### src/rtl/fft2d_seq_pkg.sv
package fft2d_seq_pkg;

   // width of a log2-length field
   localparam int unsigned LGW = 4;

   typedef enum logic [2:0] {
      ST_IDLE,
      ST_S1_RD,
      ST_S1_WAIT,
      ST_S1_WR,
      ST_S2_RD,
      ST_S2_WAIT,
      ST_S2_OUT
   } seq_state_t;

   typedef struct packed {
      logic [LGW-1:0] lg_a;   // log2 of first-pass length
      logic [LGW-1:0] lg_b;   // log2 of second-pass length
   } split_cfg_t;

endpackage

### src/rtl/fft2d_mode_dec.sv
module fft2d_mode_dec
   import fft2d_seq_pkg::*;
#(
   parameter int unsigned     AW      = 10,
   parameter logic [4*LGW-1:0] LG1_TAB = {4'd6, 4'd6, 4'd6, 4'd3},
   parameter logic [4*LGW-1:0] LG2_TAB = {4'd4, 4'd3, 4'd1, 4'd3}
) (
   input  logic [1:0]  mode,
   output split_cfg_t  cfg
);

   // every table entry must be a real split that fits the address range
   for (genvar m = 0; m < 4; m++) begin : g_tab_chk
      localparam int unsigned LA = int'(LG1_TAB[m*LGW +: LGW]);
      localparam int unsigned LB = int'(LG2_TAB[m*LGW +: LGW]);
      if (LA < 1 || LB < 1) begin : g_zero
         $error("fft2d_mode_dec: zero-length pass in mode table");
      end
      if (LA + LB > AW) begin : g_wide
         $error("fft2d_mode_dec: mode table exceeds address width");
      end
   end

   always_comb begin
      cfg.lg_a = LG1_TAB[int'(mode)*LGW +: LGW];
      cfg.lg_b = LG2_TAB[int'(mode)*LGW +: LGW];
   end

endmodule

### src/rtl/fft2d_idx_cnt.sv
module fft2d_idx_cnt #(
   parameter int unsigned AW = 10
) (
   input  logic          clk,
   input  logic          rst_n,
   input  logic          clr,
   input  logic          in_step,
   input  logic          out_step,
   input  logic [AW-1:0] in_max,
   input  logic [AW-1:0] out_max,
   output logic [AW-1:0] inner,
   output logic [AW-1:0] outer,
   output logic          in_last,
   output logic          out_last
);

   assign in_last  = (inner == in_max);
   assign out_last = (outer == out_max);

   always_ff @(posedge clk or negedge rst_n) begin
      if (!rst_n) begin
         inner <= '0;
         outer <= '0;
      end else if (clr) begin
         inner <= '0;
         outer <= '0;
      end else begin
         if (in_step) begin
            inner <= in_last ? '0 : inner + AW'(1);
         end
         if (out_step) begin
            outer <= out_last ? '0 : outer + AW'(1);
         end
      end
   end

endmodule

### src/rtl/fft2d_addr_gen.sv
module fft2d_addr_gen
   import fft2d_seq_pkg::*;
#(
   parameter int unsigned AW = 10
) (
   input  logic           ph2,
   input  logic [LGW-1:0] lg_a,
   input  logic [LGW-1:0] lg_b,
   input  logic [AW-1:0]  inner,
   input  logic [AW-1:0]  outer,
   output logic [AW-1:0]  buf_addr,
   output logic [AW-1:0]  tw_idx,
   output logic [AW-1:0]  out_idx
);

   logic [AW-1:0]  col_walk;
   logic [AW-1:0]  row_walk;
   logic [AW-1:0]  len_mask;
   logic [LGW:0]   lg_sum;

   always_comb begin
      // pass one: inner is the row, outer the column
      col_walk = (inner << lg_b) | outer;
      // pass two: outer is the row, inner the column
      row_walk = (outer << lg_b) | inner;
      buf_addr = ph2 ? row_walk : col_walk;

      lg_sum   = {1'b0, lg_a} + {1'b0, lg_b};
      len_mask = ~({AW{1'b1}} << lg_sum);
      tw_idx   = (inner * outer) & len_mask;

      out_idx  = outer | (inner << lg_a);
   end

endmodule

### src/rtl/fft2d_seq.sv
module fft2d_seq
   import fft2d_seq_pkg::*;
#(
   parameter int unsigned      AW      = 10,
   parameter logic [4*LGW-1:0] LG1_TAB = {4'd6, 4'd6, 4'd6, 4'd3},
   parameter logic [4*LGW-1:0] LG2_TAB = {4'd4, 4'd3, 4'd1, 4'd3}
) (
   input  logic           clk,
   input  logic           rst_n,
   input  logic           start,
   input  logic [1:0]     mode,
   output logic           busy,
   output logic           done,
   output logic [LGW-1:0] eng1_lg,
   output logic           eng1_start,
   input  logic           eng1_done,
   output logic [LGW-1:0] eng2_lg,
   output logic           eng2_start,
   input  logic           eng2_done,
   output logic           rd_valid,
   output logic [AW-1:0]  rd_addr,
   output logic           wr_valid,
   output logic [AW-1:0]  wr_addr,
   output logic [AW-1:0]  tw_idx,
   output logic           out_valid,
   output logic [AW-1:0]  out_idx
);

   if (AW < 2) begin : g_aw_chk
      $error("fft2d_seq: address width too small");
   end

   seq_state_t    st, st_nx;
   split_cfg_t    cfg_dec, cfg_q;
   logic          accept;
   logic          ph2;
   logic          in_step, out_step;
   logic          in_last, out_last;
   logic [AW-1:0] inner, outer;
   logic [AW-1:0] in_max, out_max;
   logic [AW-1:0] len_a_m1, len_b_m1;
   logic [AW-1:0] buf_addr;
   logic          fin;
   logic          done_q;

   fft2d_mode_dec #(
      .AW      (AW),
      .LG1_TAB (LG1_TAB),
      .LG2_TAB (LG2_TAB)
   ) i_mode_dec (
      .mode (mode),
      .cfg  (cfg_dec)
   );

   fft2d_idx_cnt #(
      .AW (AW)
   ) i_idx_cnt (
      .clk      (clk),
      .rst_n    (rst_n),
      .clr      (accept),
      .in_step  (in_step),
      .out_step (out_step),
      .in_max   (in_max),
      .out_max  (out_max),
      .inner    (inner),
      .outer    (outer),
      .in_last  (in_last),
      .out_last (out_last)
   );

   fft2d_addr_gen #(
      .AW (AW)
   ) i_addr_gen (
      .ph2      (ph2),
      .lg_a     (cfg_q.lg_a),
      .lg_b     (cfg_q.lg_b),
      .inner    (inner),
      .outer    (outer),
      .buf_addr (buf_addr),
      .tw_idx   (tw_idx),
      .out_idx  (out_idx)
   );

   always_comb begin
      accept   = start && (st == ST_IDLE);
      ph2      = (st == ST_S2_RD) || (st == ST_S2_WAIT) || (st == ST_S2_OUT);
      len_a_m1 = (AW'(1) << cfg_q.lg_a) - AW'(1);
      len_b_m1 = (AW'(1) << cfg_q.lg_b) - AW'(1);
      in_max   = ph2 ? len_b_m1 : len_a_m1;
      out_max  = ph2 ? len_a_m1 : len_b_m1;

      in_step  = (st == ST_S1_RD) || (st == ST_S1_WR) ||
                 (st == ST_S2_RD) || (st == ST_S2_OUT);
      out_step = ((st == ST_S1_WR) || (st == ST_S2_OUT)) && in_last;
      fin      = (st == ST_S2_OUT) && in_last && out_last;

      st_nx = st;
      case (st)
         ST_IDLE:    if (accept)    st_nx = ST_S1_RD;
         ST_S1_RD:   if (in_last)   st_nx = ST_S1_WAIT;
         ST_S1_WAIT: if (eng1_done) st_nx = ST_S1_WR;
         ST_S1_WR:   if (in_last)   st_nx = out_last ? ST_S2_RD : ST_S1_RD;
         ST_S2_RD:   if (in_last)   st_nx = ST_S2_WAIT;
         ST_S2_WAIT: if (eng2_done) st_nx = ST_S2_OUT;
         ST_S2_OUT:  if (in_last)   st_nx = out_last ? ST_IDLE : ST_S2_RD;
         default:                   st_nx = ST_IDLE;
      endcase
   end

   always_ff @(posedge clk or negedge rst_n) begin
      if (!rst_n) begin
         st     <= ST_IDLE;
         cfg_q  <= '0;
         done_q <= 1'b0;
      end else begin
         st     <= st_nx;
         done_q <= fin;
         if (accept) begin
            cfg_q <= cfg_dec;
         end
      end
   end

   always_comb begin
      busy       = (st != ST_IDLE);
      done       = done_q;
      eng1_lg    = cfg_q.lg_a;
      eng2_lg    = cfg_q.lg_b;
      rd_valid   = (st == ST_S1_RD) || (st == ST_S2_RD);
      wr_valid   = (st == ST_S1_WR);
      out_valid  = (st == ST_S2_OUT);
      eng1_start = (st == ST_S1_RD) && (inner == '0);
      eng2_start = (st == ST_S2_RD) && (inner == '0);
      rd_addr    = buf_addr;
      wr_addr    = buf_addr;
   end

endmodule

### config.mk
export PLATFORM = sky130hd
export DESIGN_NAME = fft2d_seq
export DESIGN_NICKNAME = d
export VERILOG_FILES = /design/src/rtl/fft2d_seq_pkg.sv /design/src/rtl/fft2d_mode_dec.sv /design/src/rtl/fft2d_idx_cnt.sv /design/src/rtl/fft2d_addr_gen.sv /design/src/rtl/fft2d_seq.sv
export SDC_FILE = /design/constraint.sdc
export NUM_CORES = 1
export LEC_CHECK = 0
export BUFFER_PORTS_ARGS = -buffer_cell sky130_fd_sc_hd__buf_2
export CAP_MARGIN = 10
export CORE_ASPECT_RATIO = 0.5
export CORE_UTILIZATION = 60
export DETAILED_ROUTE_END_ITERATION = 12
export PLACE_DENSITY = 0.82
export SETUP_SLACK_MARGIN = 0.02
export SYNTH_ARGS = -nofsm -noshare
export SYNTH_HDL_FRONTEND = slang
export SYNTH_SLANG_ARGS = --single-unit
### constraint.sdc
create_clock -name clk -period 5.8 [get_ports clk]
set_clock_uncertainty 0.2 [all_clocks]
set_input_delay 0.29 -clock clk [delete_from_list [all_inputs] [get_ports clk]]
set_output_delay 0.29 -clock clk [all_outputs]
set_load 0.005 [all_outputs]
# Word-level counts from Yosys, hierarchy flattened
# Index checks and enable logic that the tools add are counted.
dict set report classes {
  add_sub_neg 5
  n_mul 1
  div_mod_pow 0
  magnitude_cmp 0
  eq_ne 15
  shifts 8
  mux 19
  bitwise_logic 5
  n_reduce_logical 19
}
# op count
set op_table {}
lappend op_table {{$mux 10} 9}
lappend op_table {{$shiftx 16x5->4 const A} 2}
lappend op_table {{$or 10x10->10} 3}
lappend op_table {{$shl 10x4->10} 3}
lappend op_table {{$mux 3} 9}
lappend op_table {{$pmux 3 s7} 1}
lappend op_table {{$add 10x1->10 const B} 2}
lappend op_table {{$eq 10x10->1} 2}
lappend op_table {{$shl 1x4->10 const A} 2}
lappend op_table {{$sub 10x2->10 const B} 2}
lappend op_table {{$and 10x10->10} 1}
lappend op_table {{$logic_not 10->1} 1}
lappend op_table {{$mul 10x10->10} 1}
lappend op_table {{$not 10->10} 1}
lappend op_table {{$shl 10x5->10 const A} 1}
lappend op_table {{$eq 3x3->1 const B} 3}
lappend op_table {{$ne 2x1->1 const B} 4}
lappend op_table {{$logic_or 1x1->1} 7}
lappend op_table {{$reduce_and 7->1} 1}
lappend op_table {{$eq 3x2->1 const B} 2}
lappend op_table {{$logic_and 1x1->1} 6}
lappend op_table {{$ne 2x2->1 const B} 3}
lappend op_table {{$add 4x4->5} 1}
lappend op_table {{$reduce_bool 2->1} 2}
lappend op_table {{3 further kinds} 3}
dict set report totals {
  register_bits 32
  latchBits 0
  mem_bits_rw 0
  rom_bits 0
  output_inout_bits 55
  memories 0
}

# Logic depth before layout (Yosys ltp)
dict set report logic_depth {
  ltp_word 8
  depth_mapped 17
}

# Hierarchy
# Synthesis repeated with hierarchy kept, for this count alone.
dict set report hier_totals {
  hier_cells 637
  area_unflattened_um2 5336.4
}
# module instances cells_per_inst area_per_inst_um2 seq_area_each_um2
set modules_own_cells {}
lappend modules_own_cells {fft2d_addr_gen 1 357 2867.8 0.0}
lappend modules_own_cells {fft2d_idx_cnt 1 149 1328.8 500.5}
lappend modules_own_cells {fft2d_seq 1 121 1084.8 300.3}
lappend modules_own_cells {fft2d_mode_dec 1 10 55.1 0.0}

# Worst setup path before layout
# OpenSTA, ideal clock, no wires.
dict set report synth_path {
  kind {register to output}
  start {register i_idx_cnt.inner[2]}
  end {output port tw_idx[9]}
  arrival_ns 4.456
  path_slack_ns 0.854
  stages_incl_launch_ff 17
  cell_sequence {dfrtp_1 > clkbuf_1 > clkbuf_1 > nand2_1 > fa_1 > fa_1 > inv_1 > fa_1 > fa_1 > fa_1 > xnor2_1 > xnor2_1 > xnor2_1 > xnor2_1 > xnor2_1 > xnor2_1 > nor3_1}
}
dict set report synth_via {
  elab_chain_cells 2
}
# item line_no
set synth_rtl {}
lappend synth_rtl {{start, declared} fft2d_idx_cnt.sv:11} ;# output logic [AW-1:0] inner,
lappend synth_rtl {{start signal, assigned} fft2d_idx_cnt.sv:29} ;# inner <= in_last ? '0 : inner + AW'(1);
lappend synth_rtl {{$mul 10x10->10} fft2d_addr_gen.sv:30} ;# tw_idx = (inner * outer) & len_mask;
lappend synth_rtl {{$and 10x10->10} fft2d_addr_gen.sv:30}
lappend synth_rtl {{end, declared} fft2d_seq.sv:24} ;# output logic [AW-1:0] tw_idx,
# No other way between the ends.

# Worst setup path in the final report
dict set report layout_path {
  start {register i_idx_cnt.outer[6]}
  end {output port tw_idx[9]}
}
dict set report layout_via {
  elab_chain_cells 2
}
# item line_no
set layout_rtl {}
lappend layout_rtl {{start, declared} fft2d_idx_cnt.sv:12} ;# output logic [AW-1:0] outer,
lappend layout_rtl {{start signal, assigned} fft2d_idx_cnt.sv:32} ;# outer <= out_last ? '0 : outer + AW'(1);
lappend layout_rtl {{$mul 10x10->10} fft2d_addr_gen.sv:30}
lappend layout_rtl {{$and 10x10->10} fft2d_addr_gen.sv:30}
# No other way between the ends.

==> impl_summary.txt <==
----------------------------------------------------
[Finish]
  Number of cells in the finished layout apart from fillers ... 768
  Count of inserted antenna diode cells ... 0
  Post-route standard cell area excluding fillers ... 5380 µm²
  Combined area of the multi-input logic cells ... 3740 µm²
  Area taken by flip-flops and latches ... 751 µm²
  Number of nets in the final layout ... 719
  Post-Route Utilization ... 66.9%
  Fraction of final layout cells sized beyond drive strength 1 ... 15.2%
  Area Overhead vs Synth ... 7.53%
  Fillers ... 661

[Setup path]
  Biggest fanout along the worst timing path ... 17
  List of cells traversed by the critical path ... nand2_1 -> fa_1 -> fa_1 -> inv_1 -> fa_1 -> fa_1 -> fa_1 -> xnor2_1 -> xnor2_1 -> xnor2_1 -> xnor2_1 -> xnor2_1 -> xnor2_1 -> nor3_1 -> buf_2
  Buf+Inv Stages, Crit Path ... 2
  Biggest cell delay along the critical path ... 0.74 ns
  Reg-to-reg critical path startpoint ... eng2_lg[1]
  Worst r2r dst ... i_idx_cnt.outer[3]
  Kind of capture point of the worst setup path ... output pin
  Critical Path Most Common Cell ... xnor2_1
  Worst path top cell family by delay ... adder cells
  Slowest CP cell ... dfrtp_1
  Required time worst endpoint ... 5.31 ns
  Kind of start point of the critical path ... register
  Register-to-register path setup slack ... 1.51 ns
  Arrival time of the worst setup path ... 4.94 ns
  Reg2Reg Depth ... 11
  Critical path start-end classification ... register to output pin

[GRT]
  Vias in the first global route ... 4315
  First-pass GRT wire length ... 22000 µm
  Maximum number of pins on one net before global-route repair ... 34
  Residual overflow from global routing ... 0
  Initial antenna violation count ... 0
  Total track usage ... 33.1%

[Yosys]
  Post-Syn Area per Cell ... 7.74 µm²
  Number of instances in the synthesized netlist ... 646
  Cell taking the most area after synthesis ... dfrtp_1
  Synth Area in Simple Gates ... 21.6%
  Number of synthesized flops with an enable pin ... 0
  Count of cell types in the netlist ... 65
  Portion of netlist area occupied by mux cells ... 9.14%
  Dominant cells by area after synthesis ... dfrtp_1 (15%), fa_1 (9.2%), ha_1 (8.3%)
  Area share of fa/ha/maj cells after synthesis ... 17.7%
  Synth warn ... 0
  Area fraction of the dominant cell type after synthesis ... 15.0%
  #FFs+latches synth ... 30
  Async set or reset register ratio after synthesis ... 100%
  Fraction of the mapped netlist area in compound gates ... 17.1%
  Post-Synth XOR/XNOR Area ... 9.11%
  Combinational family with the most area after synthesis ... simple AND/OR/NAND/NOR gates
  Ys flop type ... dfrtp_1
  Proportion of synthesized chip area in sequential cells ... 15.0%
  Mapped cell area ... 5000 µm²

[STA]
  Minimum clock period ... 5.43 ns
  Final Cycle Share ... 93.6%
  Number of failing hold endpoints at the final stage ... 0
  Slew Limit Fails ... 0
  Slew at the pin with the worst max-slew slack ... 1.10 ns
  Finish-stage setup viols ... 0
  Total Neg Setup Slack ... 0 ns
  Unrepaired setup endpoints after global routing ... no
  Relative slew slack ... 26.3%
  Maximum achievable frequency ... 184 MHz

[Floorplanning]
  Area of the die ... 8720 µm²
  Die Span X ... 131 µm
  Die height ... 66.5 µm
  Row Count ... 23
  Ports placed on the boundary ... 62
  Area inside the core boundary ... 8030 µm²
  Initial core utilization ... 62.3%

[Status]
  Outcome ... complete, no violations

[CTS]
  CTS Buf Count ... 5
  CTS H-tree depth ... 2
  TritonCTS clock tree ... built
  Clk pin slew, worst setup/hold paths ... 0.05 ns
  Clock Tree Buf Depth ... 2
  Root buf cell ... clkbuf_16
  Source-to-sink clock delay at the later pin of the worst-skew pair ... 0.27 ns
  Sinks on Clock Net ... 30

[Detailed routing]
  Iteration-0 DRC Markers ... 527
  Final routed wire length divided by cell count ... 17.9 µm
  Routed Wire Length ... 13700 µm
  Drt pass-1 iters ... 6
  Number of vias after detailed routing ... 4761
  Routed vias/inst ... 6.20
  Post-detailed-route DRC marker count ... 0
  Number of routed nets with antenna violations ... 0

[Power]
  Total power per unit cell area ... 96.7 nW/µm²
  Worst vdd rail ir drop ... 120 µV
  Reported leakage power ... 2.66 nW

[Min path]
  Tightest Hold Check Type ... input pin to register
  Hold Crit Depth ... 2
  Start point of the worst hold path ... mode[1]
  Worst Hold End ... eng2_lg[0]

[Placed design]
  Cell count after placement ... 760
  Global placement routability congestion ... 0.910
  Post-DP HPWL ... 9980 µm
  Post-detailed-placement cell area ... 5200 µm²
  Port buffer count ... 59

[Flow run]
  Max Cap Violations ... 0

----------------------------------------------------
==> flip-flops by register name, summed over array words and instances, names as in the netlist <==
signal	count
i_idx_cnt.inner	10
st	3
i_idx_cnt.outer	10
eng2_lg	3
done	1
eng1_lg	3
==> per-stage QoR <==
| stage | worst slack, ns | hold WS, ns | power (W) |
|---|---|---|---|
| floorplan | 0.854 | -0.206 | 0.000215 |
| finish | 0.373 | 0.0253 | 0.000520 |
| CTS | 0.385 | 0.0221 | 0.000526 |
| detailed placement | 0.672 | 0.191 | 0.000221 |
| global route | 0.165 | 0.0291 | 0.000537 |
| global placement | 0.810 | 0.184 | 0.000221 |
==> layout by cell type (no fill, tap or decap), types with 5 or more instances in the layout <==
cell type	Yosys	final
buf_4	14	12
xnor2_1	32	32
inv_1	46	46
nor3b_1	5	5
clkbuf_16	0	5
a211o_1	6	6
dfrtp_1	30	30
and2_1	17	17
a21oi_1	35	35
o22ai_1	5	5
nand4_1	6	6
a31oi_1	10	10
nor2_1	44	44
buf_2	4	59
o211ai_1	6	6
o21ai_0	12	12
nand3_1	18	18
xor2_1	20	20
nor4_1	5	5
nor3_1	21	21
nand2_1	82	82
ha_1	33	33
mux2_2	7	7
fa_1	23	23
a21o_1	16	16
mux2i_1	31	31
==> worst max-delay path by stage <==
stage	depth (start not counted)	endpoint	from
6_report	15	tw_idx[9]	i_idx_cnt.outer[6]
5_1_grt	15	tw_idx[8]	i_idx_cnt.outer[3]
4_1_cts	15	tw_idx[9]	i_idx_cnt.outer[6]
3_5_place_dp	15	tw_idx[9]	i_idx_cnt.outer[6]
3_3_place_gp	15	tw_idx[9]	i_idx_cnt.outer[3]
2_1_floorplan	16	tw_idx[9]	i_idx_cnt.inner[2]
==> report_power, final <==
group | leakage [nW] | internal [W] | switching [W]
sequential | 0.353 | 0.000210 | 0
combinational | 2.22 | 0.00000206 | 0.00000578
clock | 0.0829 | 0.000212 | 0.0000906
total | 2.66 | 0.000423 | 0.0000964
==> what timing repair did <==
item                                   CTS  global route
buffers inserted                         0             0
endpoints found under the hold margin   30             0
hold buffers                             1             0
gates resized for setup                  0             0
==> synth_stat cells (2+ instances only) <==
| cell type | number |
|---|---|
| o211ai_1 | 6 |
| a21oi_1 | 35 |
| or3_1 | 4 |
| nand2b_1 | 4 |
| nor4b_1 | 2 |
| a2111oi_2 | 2 |
| ha_1 | 33 |
| xnor2_1 | 32 |
| a31oi_1 | 10 |
| mux4_2 | 3 |
| o22ai_1 | 5 |
| a311oi_1 | 2 |
| o31ai_1 | 3 |
| buf_1 | 8 |
| a211oi_1 | 4 |
| buf_2 | 4 |
| fa_1 | 23 |
| o21bai_1 | 3 |
| nor4_1 | 5 |
| o21ai_0 | 12 |
| nor2b_1 | 4 |
| nand2_1 | 82 |
| inv_1 | 46 |
| nand4_1 | 6 |
| clkbuf_1 | 42 |
| a211o_1 | 6 |
| a21o_1 | 16 |
| and3_1 | 4 |
| buf_6 | 2 |
| nor2_1 | 44 |
| mux2i_1 | 31 |
| a21boi_0 | 3 |
| nor3b_1 | 5 |
| and2_1 | 17 |
| mux2_2 | 7 |
| nand3_1 | 18 |
| o311ai_0 | 3 |
| dfrtp_1 | 30 |
| xor2_1 | 20 |
| buf_4 | 14 |
| nor3_1 | 21 |
| o2bb2ai_1 | 2 |
==> kinds of logic (layout without fill, tap and decap cells) <==
| kind of cell | count (synthesis) | after routing |
|---|---|---|
| simple gates | 223 | 223 |
| compound gates | 125 | 125 |
| buf+inv | 117 | 126 |
| fa+ha+maj | 57 | 57 |
| xor+xnor | 52 | 52 |
| mux | 41 | 41 |
| flops | 30 | 30 |
| other cells | 1 | 2 |
==> metal layers <==
metal	GRT usage [%]	vias to the layer above	routed length, µm
met5	3.27	-	0
met3	4.90	31	1410
met4	11.4	0	342
li1	-	2208	-
met1	46.6	2235	5900
met2	51.5	287	6070
==> final cells by class <==
type	instances	share of cell area [%]
Clock buffer	6	2.58
Clock inverter	1	0.559
Inverter	47	3.28
Multi-Input combinational cell	500	69.6
Sequential cell	30	14.0
Tap cell	112	2.61
Timing Repair Buffer	72	7.36
Power figures use the tool's default switching activity.
